### config.mk
export PLATFORM = sky130hd
export DESIGN_NAME = qctl_regfile
export DESIGN_NICKNAME = d
export VERILOG_FILES = /design/src/rtl/qrf_pkg.sv /design/src/rtl/qrf_ctl_fsm.sv /design/src/rtl/qrf_qtable.sv /design/src/rtl/qrf_doorbell.sv /design/src/rtl/qctl_regfile.sv
export SDC_FILE = /design/constraint.sdc
export NUM_CORES = 2
export LEC_CHECK = 0
export BUFFER_PORTS_ARGS = -buffer_cell sky130_fd_sc_hd__buf_2
export CORE_ASPECT_RATIO = 2
export CORE_MARGIN = 8
export CORE_UTILIZATION = 50
export DETAILED_ROUTE_END_ITERATION = 16
export PLACE_DENSITY = 0.75
export SLEW_MARGIN = 20
export SYNTH_ARGS = -nofsm -noshare
export SYNTH_HDL_FRONTEND = slang
export SYNTH_HIERARCHICAL = 1
export SYNTH_SLANG_ARGS = --single-unit
### constraint.sdc
create_clock -name clk -period 10.5 [get_ports clk]
set_input_delay 0 -clock clk [delete_from_list [all_inputs] [get_ports clk]]
set_output_delay 0 -clock clk [all_outputs]
set_load 0.02 [all_outputs]
### src/rtl/qrf_pkg.sv
package qrf_pkg;
    localparam logic [11:0] OFS_CAP_LO = 12'h000;
    localparam logic [11:0] OFS_CAP_HI = 12'h004;
    localparam logic [11:0] OFS_VER    = 12'h008;
    localparam logic [11:0] OFS_MSET   = 12'h00C;
    localparam logic [11:0] OFS_MCLR   = 12'h010;
    localparam logic [11:0] OFS_CFG    = 12'h014;
    localparam logic [11:0] OFS_STAT   = 12'h01C;
    localparam logic [11:0] OFS_AQA    = 12'h024;
    localparam logic [11:0] OFS_ASQ_LO = 12'h028;
    localparam logic [11:0] OFS_ASQ_HI = 12'h02C;
    localparam logic [11:0] OFS_ACQ_LO = 12'h030;
    localparam logic [11:0] OFS_ACQ_HI = 12'h034;

    localparam logic [3:0] PG_MIN   = 4'd0;
    localparam logic [3:0] PG_MAX   = 4'd4;
    localparam logic [3:0] SQE_CODE = 4'd6;
    localparam logic [3:0] CQE_CODE = 4'd4;

    localparam logic [31:0] CAP_LO  = {8'h0F, 5'd0, 2'd0, 1'b1, 16'h07FF};
    localparam logic [31:0] CAP_HI  = {8'd0, PG_MAX, PG_MIN, 16'd0};
    localparam logic [31:0] VERSION = 32'h0001_0100;

    typedef enum logic [1:0] {ST_OFF, ST_CHECK, ST_RUN, ST_FAULT} ctl_state_t;

    typedef struct packed {
        logic [7:0] rsv_hi;
        logic [3:0] cqe;
        logic [3:0] sqe;
        logic [1:0] shn;
        logic [2:0] arb;
        logic [3:0] pg;
        logic [2:0] cset;
        logic [2:0] rsv_lo;
        logic       en;
    } cfg_t;
endpackage

### src/rtl/qrf_ctl_fsm.sv
module qrf_ctl_fsm
    import qrf_pkg::*;
(
    input  logic        clk,
    input  logic        rst_n,
    input  logic        cfg_wr,
    input  logic [31:0] wdata,
    input  logic [63:0] asq_base,
    input  logic [63:0] acq_base,
    input  logic [11:0] asq_ents,
    input  logic [11:0] acq_ents,
    output cfg_t        cfg_q,
    output logic        ready,
    output logic        fatal,
    output logic        shdn_done,
    output logic        teardown,
    output logic        admin_create
);
    ctl_state_t st, st_n;
    cfg_t       wd, cfg_n;
    logic       rdy_n, ftl_n, shd_n, td_n, ac_n;
    logic       en_r, en_f, sh_r, sh_f, idle, pass;
    logic [63:0] pg_mask;

    assign wd = cfg_t'(wdata);

    always_comb begin
        en_r = wd.en & ~cfg_q.en;
        en_f = ~wd.en & cfg_q.en;
        sh_r = (|wd.shn) & ~(|cfg_q.shn);
        sh_f = ~(|wd.shn) & (|cfg_q.shn);
        idle = ~wd.en & ~cfg_q.en & ~(|wd.shn) & ~(|cfg_q.shn);
        pg_mask = (64'd1 << (32'd12 + 32'(cfg_q.pg))) - 64'd1;
        pass = (asq_base != '0) && (acq_base != '0)
            && ((asq_base & pg_mask) == '0) && ((acq_base & pg_mask) == '0)
            && (cfg_q.pg >= PG_MIN) && (cfg_q.pg <= PG_MAX)
            && (cfg_q.sqe == SQE_CODE) && (cfg_q.cqe == CQE_CODE)
            && (asq_ents != '0) && (acq_ents != '0);
    end

    // next state and next outputs
    always_comb begin
        st_n  = st;
        cfg_n = cfg_q;
        rdy_n = ready;
        ftl_n = fatal;
        shd_n = shdn_done;
        td_n  = 1'b0;
        ac_n  = 1'b0;
        unique case (st)
            ST_CHECK: begin
                if (pass) begin
                    st_n  = ST_RUN;
                    rdy_n = 1'b1;
                    ftl_n = 1'b0;
                    ac_n  = 1'b1;
                end else begin
                    st_n  = ST_FAULT;
                    rdy_n = 1'b0;
                    ftl_n = 1'b1;
                end
            end
            ST_OFF, ST_RUN, ST_FAULT: begin
                if (cfg_wr) begin
                    if (sh_r || sh_f || en_r || idle) cfg_n = wd;
                    else if (en_f)                    cfg_n = '0;
                    if (en_r) st_n = ST_CHECK;
                    else if (en_f) begin
                        st_n  = ST_OFF;
                        rdy_n = 1'b0;
                    end
                    td_n = en_f | sh_r;
                    if (sh_r)      shd_n = 1'b1;
                    else if (sh_f) shd_n = 1'b0;
                end
            end
        endcase
    end

    // state register
    always_ff @(posedge clk or negedge rst_n) begin
        if (!rst_n) st <= ST_OFF;
        else        st <= st_n;
    end

    // registered outputs
    always_ff @(posedge clk or negedge rst_n) begin
        if (!rst_n) begin
            cfg_q        <= '0;
            ready        <= 1'b0;
            fatal        <= 1'b0;
            shdn_done    <= 1'b0;
            teardown     <= 1'b0;
            admin_create <= 1'b0;
        end else begin
            cfg_q        <= cfg_n;
            ready        <= rdy_n;
            fatal        <= ftl_n;
            shdn_done    <= shd_n;
            teardown     <= td_n;
            admin_create <= ac_n;
        end
    end

    a_r5_ready_fatal_excl: assert property (@(posedge clk) disable iff (!rst_n)
        !(ready && fatal));
    a_r5_ready_from_check: assert property (@(posedge clk) disable iff (!rst_n)
        $rose(ready) |-> $past(st == ST_CHECK));
    a_r7_disable_drops_ready: assert property (@(posedge clk) disable iff (!rst_n)
        (cfg_wr && !wdata[0] && cfg_q.en && st != ST_CHECK) |=> !ready);
    a_r8_shdn_on_write: assert property (@(posedge clk) disable iff (!rst_n)
        $rose(shdn_done) |-> $past(cfg_wr));
endmodule

### src/rtl/qrf_qtable.sv
module qrf_qtable #(
    parameter int NQ = 64,
    parameter int QW = 6
) (
    input  logic                 clk,
    input  logic                 rst_n,
    input  logic                 teardown,
    input  logic                 admin_create,
    input  logic [15:0]          admin_sq_ents,
    input  logic [15:0]          admin_cq_ents,
    input  logic                 qc_en,
    input  logic                 qc_is_cq,
    input  logic                 qc_create,
    input  logic [QW-1:0]        qc_id,
    input  logic [15:0]          qc_size,
    output logic [NQ-1:0]        sq_valid,
    output logic [NQ-1:0]        cq_valid,
    output logic [NQ-1:0][15:0]  sq_size,
    output logic [NQ-1:0][15:0]  cq_size
);
    for (genvar i = 0; i < NQ; i++) begin : g_q
        logic        sv, cv;
        logic [15:0] ss, cs;
        logic        hit;
        assign hit = qc_en && (qc_id == QW'(i));

        always_ff @(posedge clk or negedge rst_n) begin
            if (!rst_n) begin
                sv <= 1'b0;
                cv <= 1'b0;
                ss <= '0;
                cs <= '0;
            end else if (teardown) begin
                sv <= 1'b0;
                cv <= 1'b0;
            end else if (admin_create && i == 0) begin
                sv <= 1'b1;
                cv <= 1'b1;
                ss <= admin_sq_ents;
                cs <= admin_cq_ents;
            end else if (hit) begin
                if (qc_is_cq) begin
                    cv <= qc_create;
                    if (qc_create) cs <= qc_size;
                end else begin
                    sv <= qc_create;
                    if (qc_create) ss <= qc_size;
                end
            end
        end

        assign sq_valid[i] = sv;
        assign cq_valid[i] = cv;
        assign sq_size[i]  = ss;
        assign cq_size[i]  = cs;
    end

    a_r7_teardown_empties: assert property (@(posedge clk) disable iff (!rst_n)
        teardown |=> (sq_valid == '0 && cq_valid == '0));
    a_r12_create_sets: assert property (@(posedge clk) disable iff (!rst_n)
        (qc_en && qc_create && !teardown && !admin_create && !qc_is_cq)
            |=> sq_valid[$past(qc_id)]);
endmodule

### src/rtl/qrf_doorbell.sv
module qrf_doorbell #(
    parameter int NQ     = 64,
    parameter int QW     = 6,
    parameter int ADDR_W = 16
) (
    input  logic                 clk,
    input  logic                 rst_n,
    input  logic                 wr_en,
    input  logic [ADDR_W-1:0]    wr_addr,
    input  logic [15:0]          wr_val,
    input  logic [NQ-1:0]        sq_valid,
    input  logic [NQ-1:0]        cq_valid,
    input  logic [NQ-1:0][15:0]  sq_size,
    input  logic [NQ-1:0][15:0]  cq_size,
    output logic                 db_stb,
    output logic                 db_is_cq,
    output logic [QW-1:0]        db_qid,
    output logic [15:0]          db_val
);
    localparam logic [ADDR_W-1:0] DB_BASE = ADDR_W'(32'h1000);
    localparam int IW = ADDR_W - 2;
    localparam int SW = ADDR_W - 3;

    logic [ADDR_W-1:0] off;
    logic [IW-1:0]     idx;
    logic [SW-1:0]     qsel;
    logic [QW-1:0]     qid;
    logic              is_cq, exists, hit;
    logic [15:0]       limit;

    always_comb begin
        off    = wr_addr - DB_BASE;
        idx    = off[ADDR_W-1:2];
        qsel   = idx[IW-1:1];
        is_cq  = idx[0];
        qid    = qsel[QW-1:0];
        exists = is_cq ? cq_valid[qid] : sq_valid[qid];
        limit  = is_cq ? cq_size[qid] : sq_size[qid];
        hit    = wr_en && (wr_addr >= DB_BASE) && (wr_addr[1:0] == 2'b00)
              && (qsel < SW'(NQ)) && exists && (wr_val < limit);
    end

    always_ff @(posedge clk or negedge rst_n) begin
        if (!rst_n) begin
            db_stb   <= 1'b0;
            db_is_cq <= 1'b0;
            db_qid   <= '0;
            db_val   <= '0;
        end else begin
            db_stb <= hit;
            if (hit) begin
                db_is_cq <= is_cq;
                db_qid   <= qid;
                db_val   <= wr_val;
            end
        end
    end

    a_r9_strobe_follows_write: assert property (@(posedge clk) disable iff (!rst_n)
        db_stb |-> ($past(wr_en) && db_val == $past(wr_val)));
endmodule

### src/rtl/qctl_regfile.sv
module qctl_regfile
    import qrf_pkg::*;
#(
    parameter int NQ     = 64,
    parameter int ADDR_W = 16,
    localparam int QW    = $clog2(NQ)
) (
    input  logic              clk,
    input  logic              rst_n,
    input  logic              wr_en,
    input  logic [ADDR_W-1:0] wr_addr,
    input  logic [31:0]       wr_data,
    input  logic [ADDR_W-1:0] rd_addr,
    output logic [31:0]       rd_data,
    input  logic              qc_en,
    input  logic              qc_is_cq,
    input  logic              qc_create,
    input  logic [QW-1:0]     qc_id,
    input  logic [15:0]       qc_size,
    output logic              db_stb,
    output logic              db_is_cq,
    output logic [QW-1:0]     db_qid,
    output logic [15:0]       db_val,
    output logic              ctl_ready,
    output logic              ctl_fatal,
    output logic              q_teardown,
    output logic [31:0]       page_bytes,
    output logic [15:0]       sqe_bytes,
    output logic [15:0]       cqe_bytes
);
    logic        reg_wr, rd_reg, shdn_done, admin_create;
    logic [11:0] wofs;
    logic [31:0] imask, aqa;
    logic [63:0] asq, acq;
    cfg_t        cfg_q;
    logic [NQ-1:0]       sq_valid, cq_valid;
    logic [NQ-1:0][15:0] sq_size, cq_size;

    assign reg_wr = wr_en && (wr_addr[ADDR_W-1:12] == '0);
    assign rd_reg = (rd_addr[ADDR_W-1:12] == '0);
    assign wofs   = wr_addr[11:0];

    always_ff @(posedge clk or negedge rst_n) begin
        if (!rst_n) begin
            imask <= '0;
            aqa   <= '0;
            asq   <= '0;
            acq   <= '0;
        end else if (reg_wr) begin
            case (wofs)
                OFS_MSET:   imask       <= imask | wr_data;
                OFS_MCLR:   imask       <= imask & ~wr_data;
                OFS_AQA:    aqa         <= wr_data;
                OFS_ASQ_LO: asq[31:0]   <= wr_data;
                OFS_ASQ_HI: asq[63:32]  <= wr_data;
                OFS_ACQ_LO: acq[31:0]   <= wr_data;
                OFS_ACQ_HI: acq[63:32]  <= wr_data;
                default: ;
            endcase
        end
    end

    qrf_ctl_fsm i_fsm (
        .clk          (clk),
        .rst_n        (rst_n),
        .cfg_wr       (reg_wr && wofs == OFS_CFG),
        .wdata        (wr_data),
        .asq_base     (asq),
        .acq_base     (acq),
        .asq_ents     (aqa[11:0]),
        .acq_ents     (aqa[27:16]),
        .cfg_q        (cfg_q),
        .ready        (ctl_ready),
        .fatal        (ctl_fatal),
        .shdn_done    (shdn_done),
        .teardown     (q_teardown),
        .admin_create (admin_create)
    );

    qrf_qtable #(.NQ(NQ), .QW(QW)) i_qtab (
        .clk           (clk),
        .rst_n         (rst_n),
        .teardown      (q_teardown),
        .admin_create  (admin_create),
        .admin_sq_ents (16'(aqa[11:0]) + 16'd1),
        .admin_cq_ents (16'(aqa[27:16]) + 16'd1),
        .qc_en         (qc_en),
        .qc_is_cq      (qc_is_cq),
        .qc_create     (qc_create),
        .qc_id         (qc_id),
        .qc_size       (qc_size),
        .sq_valid      (sq_valid),
        .cq_valid      (cq_valid),
        .sq_size       (sq_size),
        .cq_size       (cq_size)
    );

    qrf_doorbell #(.NQ(NQ), .QW(QW), .ADDR_W(ADDR_W)) i_db (
        .clk      (clk),
        .rst_n    (rst_n),
        .wr_en    (wr_en),
        .wr_addr  (wr_addr),
        .wr_val   (wr_data[15:0]),
        .sq_valid (sq_valid),
        .cq_valid (cq_valid),
        .sq_size  (sq_size),
        .cq_size  (cq_size),
        .db_stb   (db_stb),
        .db_is_cq (db_is_cq),
        .db_qid   (db_qid),
        .db_val   (db_val)
    );

    assign page_bytes = 32'd1 << (5'd12 + {1'b0, cfg_q.pg});
    assign sqe_bytes  = 16'd1 << cfg_q.sqe;
    assign cqe_bytes  = 16'd1 << cfg_q.cqe;

    always_comb begin
        rd_data = '0;
        if (rd_reg) begin
            case (rd_addr[11:0])
                OFS_CAP_LO:         rd_data = CAP_LO;
                OFS_CAP_HI:         rd_data = CAP_HI;
                OFS_VER:            rd_data = VERSION;
                OFS_MSET, OFS_MCLR: rd_data = imask;
                OFS_CFG:            rd_data = cfg_q;
                OFS_STAT:           rd_data = {28'd0, shdn_done, 1'b0, ctl_fatal, ctl_ready};
                OFS_AQA:            rd_data = aqa;
                OFS_ASQ_LO:         rd_data = asq[31:0];
                OFS_ASQ_HI:         rd_data = asq[63:32];
                OFS_ACQ_LO:         rd_data = acq[31:0];
                OFS_ACQ_HI:         rd_data = acq[63:32];
                default:            rd_data = '0;
            endcase
        end
    end

    a_r2_mask_set_holds: assert property (@(posedge clk) disable iff (!rst_n)
        (reg_wr && wofs == OFS_MSET) |=> ((imask & $past(wr_data)) == $past(wr_data)));
    a_r2_mask_clr_drops: assert property (@(posedge clk) disable iff (!rst_n)
        (reg_wr && wofs == OFS_MCLR) |=> ((imask & $past(wr_data)) == '0));
endmodule

==> results.md <==
- Yosys cell types: 105
- Synth top area share: 0.518
- Max VDD drop: 0.148 mV
- Root Driver: clkbuf_16
- Die span in x: 359 um
- Status: finished, final reports clean
- Post-synth EDFFs: 0
- Grt ovf: 0
- Number of global-route vias before repair: 76,743
- Compound-gate portion of the synthesized area: 0.0309
- I/O Buffers: 214
- Worst skew pair latency: 890 ps
- Post-DR wirelength/cell: 34.9 um
- Layout cells sized above 1: 0.483
- RSZ-0062 raised after global routing: no
- IO Pins: 215
- R2R depth: 13
- CP Max Fanout: 69
- Final Util: 0.547
- GPL Wtd Cong: 1.08
- Cell count after synthesis: 7,740
- Synth Area in Simple Gates: 0.0508
- Rel. slew slack: 0.106
- Register area share after synthesis: 0.518
- Antenna Violating Nets Remaining: 0
- Hold Path Depth: 3
- Startpoint types: input pin
- Max-Cap Viols: 0
- Fin area: 128,000 um2
- CTS H-tree lvls: 4
- TritonCTS clock tree: built
- Most common cell on crit path: mux4_2
- Dominant cells by area after synthesis: dfrtp_1 (52%), mux2_2 (18%), mux4_2 (13%)
- WS Path Type: input pin to register
- Die area: 252,000 um2
- First-pass GRT wire length: 550,000 um
- Post-synth top area cell: dfrtp_1
- Worst min-delay path category: input pin to register
- Crit path depth: 16
- TritonCTS buffer count: 206
- Most frequent cell after synthesis: dfrtp_1
- Arrival time worst endpoint: 6660 ps
- Mux cell area share after synthesis: 0.356
- Fin cells: 10,871
- Core ar.: 234,000 um2
- Main synth FF type: dfrtp_1
- Cell Pwr Density: 154 nW/um2
- Crit path buffers/inverters: 5
- Syn. warnings: 6
- Peak Freq: 169 MHz
- CP max-delay cell: buf_4
- Fin crit period: 5910 ps
- CTS Sinks: 2,431
- CP Capture Type: register
- Post-CTS Resized: 0
- Placed cells: 10,359
- Yosys reg bits: 2,431
- Hpwl dp: 248,000 um
- Synthesized area: 117,000 um2
- Post-synth ARST share: 1.00
- Most instantiated cells after synthesis: dfrtp_1 (2,431), mux2_2 (1,912), mux4_2 (689)
- Pins Over Slew Limit: 0
- # setup viols final: 0
- Die Ht: 702 um
- Leakage power total: 61.5 nW
- Least-Margin Pin Slew: 1330 ps
- Setup TNS Final: 0 ps
- Clk buf depth: 4
- Vias per cell: 6.57
- Nets: 7,737
- Crit-path max cell delay: 640 ps
- Post-route DRC: 0
- Main combinational cell family by area after synthesis: multiplexers
- Final hold vios: 0
- Initial Util: 0.503
- Worst EP required: 11,240 ps
- Worst clock skew: 56.7 ps
- Initial antenna violation count: 46
- CP cell instances: dlygate4sd3_1 > buf_8 > buf_12 > buf_4 > mux4_2 > mux4_2 > mux4_2 > mux2i_1 > ha_1 > nand4_1 > o22ai_1 > o21ai_0 > o311ai_1 > a221oi_4 > buf_4 > mux2_1
- Pin count of the biggest net entering global routing: 186
- Worst-path clk slew: 70 ps
- Detailed Route Iter0 Violations: 6,172
- Gr usage total: 0.301
- CP delay by family, top: buffers and inverters
- Synth Area in Adders: 0.00330
- Via count: 71,444
- Total wire length: 379,000 um
- Synth Area in XOR/XNOR: 0.00179
- R2R Setup Slk: 5610 ps
- 1st-pass router iterations: 6
- P&R area growth vs syn: 8.88%
- FP Rows: 251
- Post-place instance area: 120,000 um2
- Syn avg cell area: 15.2 um2
- Final cycle utilization of the critical path: 0.563
-- routing by layer --
metal | share of wire | global-route usage
met1 | 0.32 | 0.309
met5 | 0.00017 | 0
met4 | 0.13 | 0.325
met3 | 0.063 | 0.0563
met2 | 0.49 | 0.492
-- final timing paths --
path	from	endpoint
hold / removal	wr_data[21]	register
setup / recovery	wr_addr[3]	i_db/db_qid[3]
max in group asynchronous	rst_n	acq[14]
min in group asynchronous	rst_n	i_qtab/g_q[45].ss[15]
hold reg to reg	i_db/db_val[11]	i_db/db_val[11]
setup reg to reg	i_qtab/g_q[63].ss[5]	i_db/db_qid[3]
-- what timing repair did --
| item | CTS | global route |
|---|---|---|
| buffers inserted | 0 | 0 |
| hold buffers | 80 | 0 |
| endpoints found under the hold margin | 1435 | 0 |
-- flip-flops by register name (all words and copies together) (netlist names), named ones only --
register / cells
i_qtab/g_q.ss: 1024
i_fsm/st: 2
i_qtab/g_q.sv: 64
acq: 64
i_qtab/g_q.cs: 1024
i_fsm/admin_create: 1
asq: 64
i_fsm/fatal: 1
i_db/db_val: 16
i_fsm/teardown: 1
i_db/db_stb: 1
i_fsm/cfg_q: 32
i_db/db_is_cq: 1
i_fsm/shdn_done: 1
i_qtab/g_q.cv: 64
i_db/db_qid: 6
i_fsm/ready: 1
aqa: 32
-- report_power, final --
part           internal [W]  switching [W]  leakage, nW
registers           0.00978       0.000219         33.4
clock network       0.00441        0.00358         3.40
logic              0.000760       0.000963         24.7
-- tightest hold or removal path: stages --
cell and delay (ps):
dlygate4sd3_1 520, buf_2 260, a21oi_1 100
-- cells in the final DEF (no fill, tap or decap), types with 20 or more instances in the layout --
master         count
nand3_1           59
a22oi_1           43
a2bb2oi_1         33
nand3_4           20
buf_2            194
ha_1              31
dlygate4sd3_1     79
mux4_2           689
nor3_4            42
nand4_1           26
nand2b_1          68
nand3_2           41
nand2_1          154
dfrtp_1         2430
clkbuf_16        208
clkbuf_1          34
mux2_1            89
nor4_1            43
buf_4            194
clkinv_2          45
nor3_1            27
clkbuf_8          42
mux2i_1           73
diode_2           59
a21oi_1          112
a22o_1            46
a31oi_1           21
nor2b_1          144
mux2_2          1912
mux2_4           204
nor2_1           122
o21ai_0          162
-- kinds of logic (layout without fill, tap and decap cells) --
| logic type | after synthesis | in the layout |
|---|---|---|
| other | 1 | 65 |
| AOI/OAI and AO/OA | 543 | 543 |
| and+or+nand+nor | 888 | 888 |
| muxes | 2967 | 2967 |
| buffers and inverters | 855 | 886 |
| DFF | 2431 | 2431 |
| adders and majority gates | 31 | 31 |
| xor gates and xnor gates | 24 | 24 |
-- cell type report --
class                   count  area [um2]
repair buffers            495        3730
well taps                3036        3800
clock inverters            86         992
fillers                 18493      106000
multi-input cells        4459       52400
diodes                     59         148
flip-flops and latches   2431       60800
inverters                  21        86.3
clock buffers             284        5910
-- through the flow --
| step | hold slack (ps) | worst slack (ps) | total power (W) |
|---|---|---|---|
| floorplan | -296 | 5780 | 0.0112 |
| global placement | 40.4 | 4450 | 0.0118 |
| detailed placement | 57.6 | 4420 | 0.0119 |
| CTS | 12.4 | 4730 | 0.0198 |
| global route | 46.6 | 4320 | 0.0203 |
| finish | 74.3 | 4590 | 0.0197 |
Power figures use the tool's default switching activity.
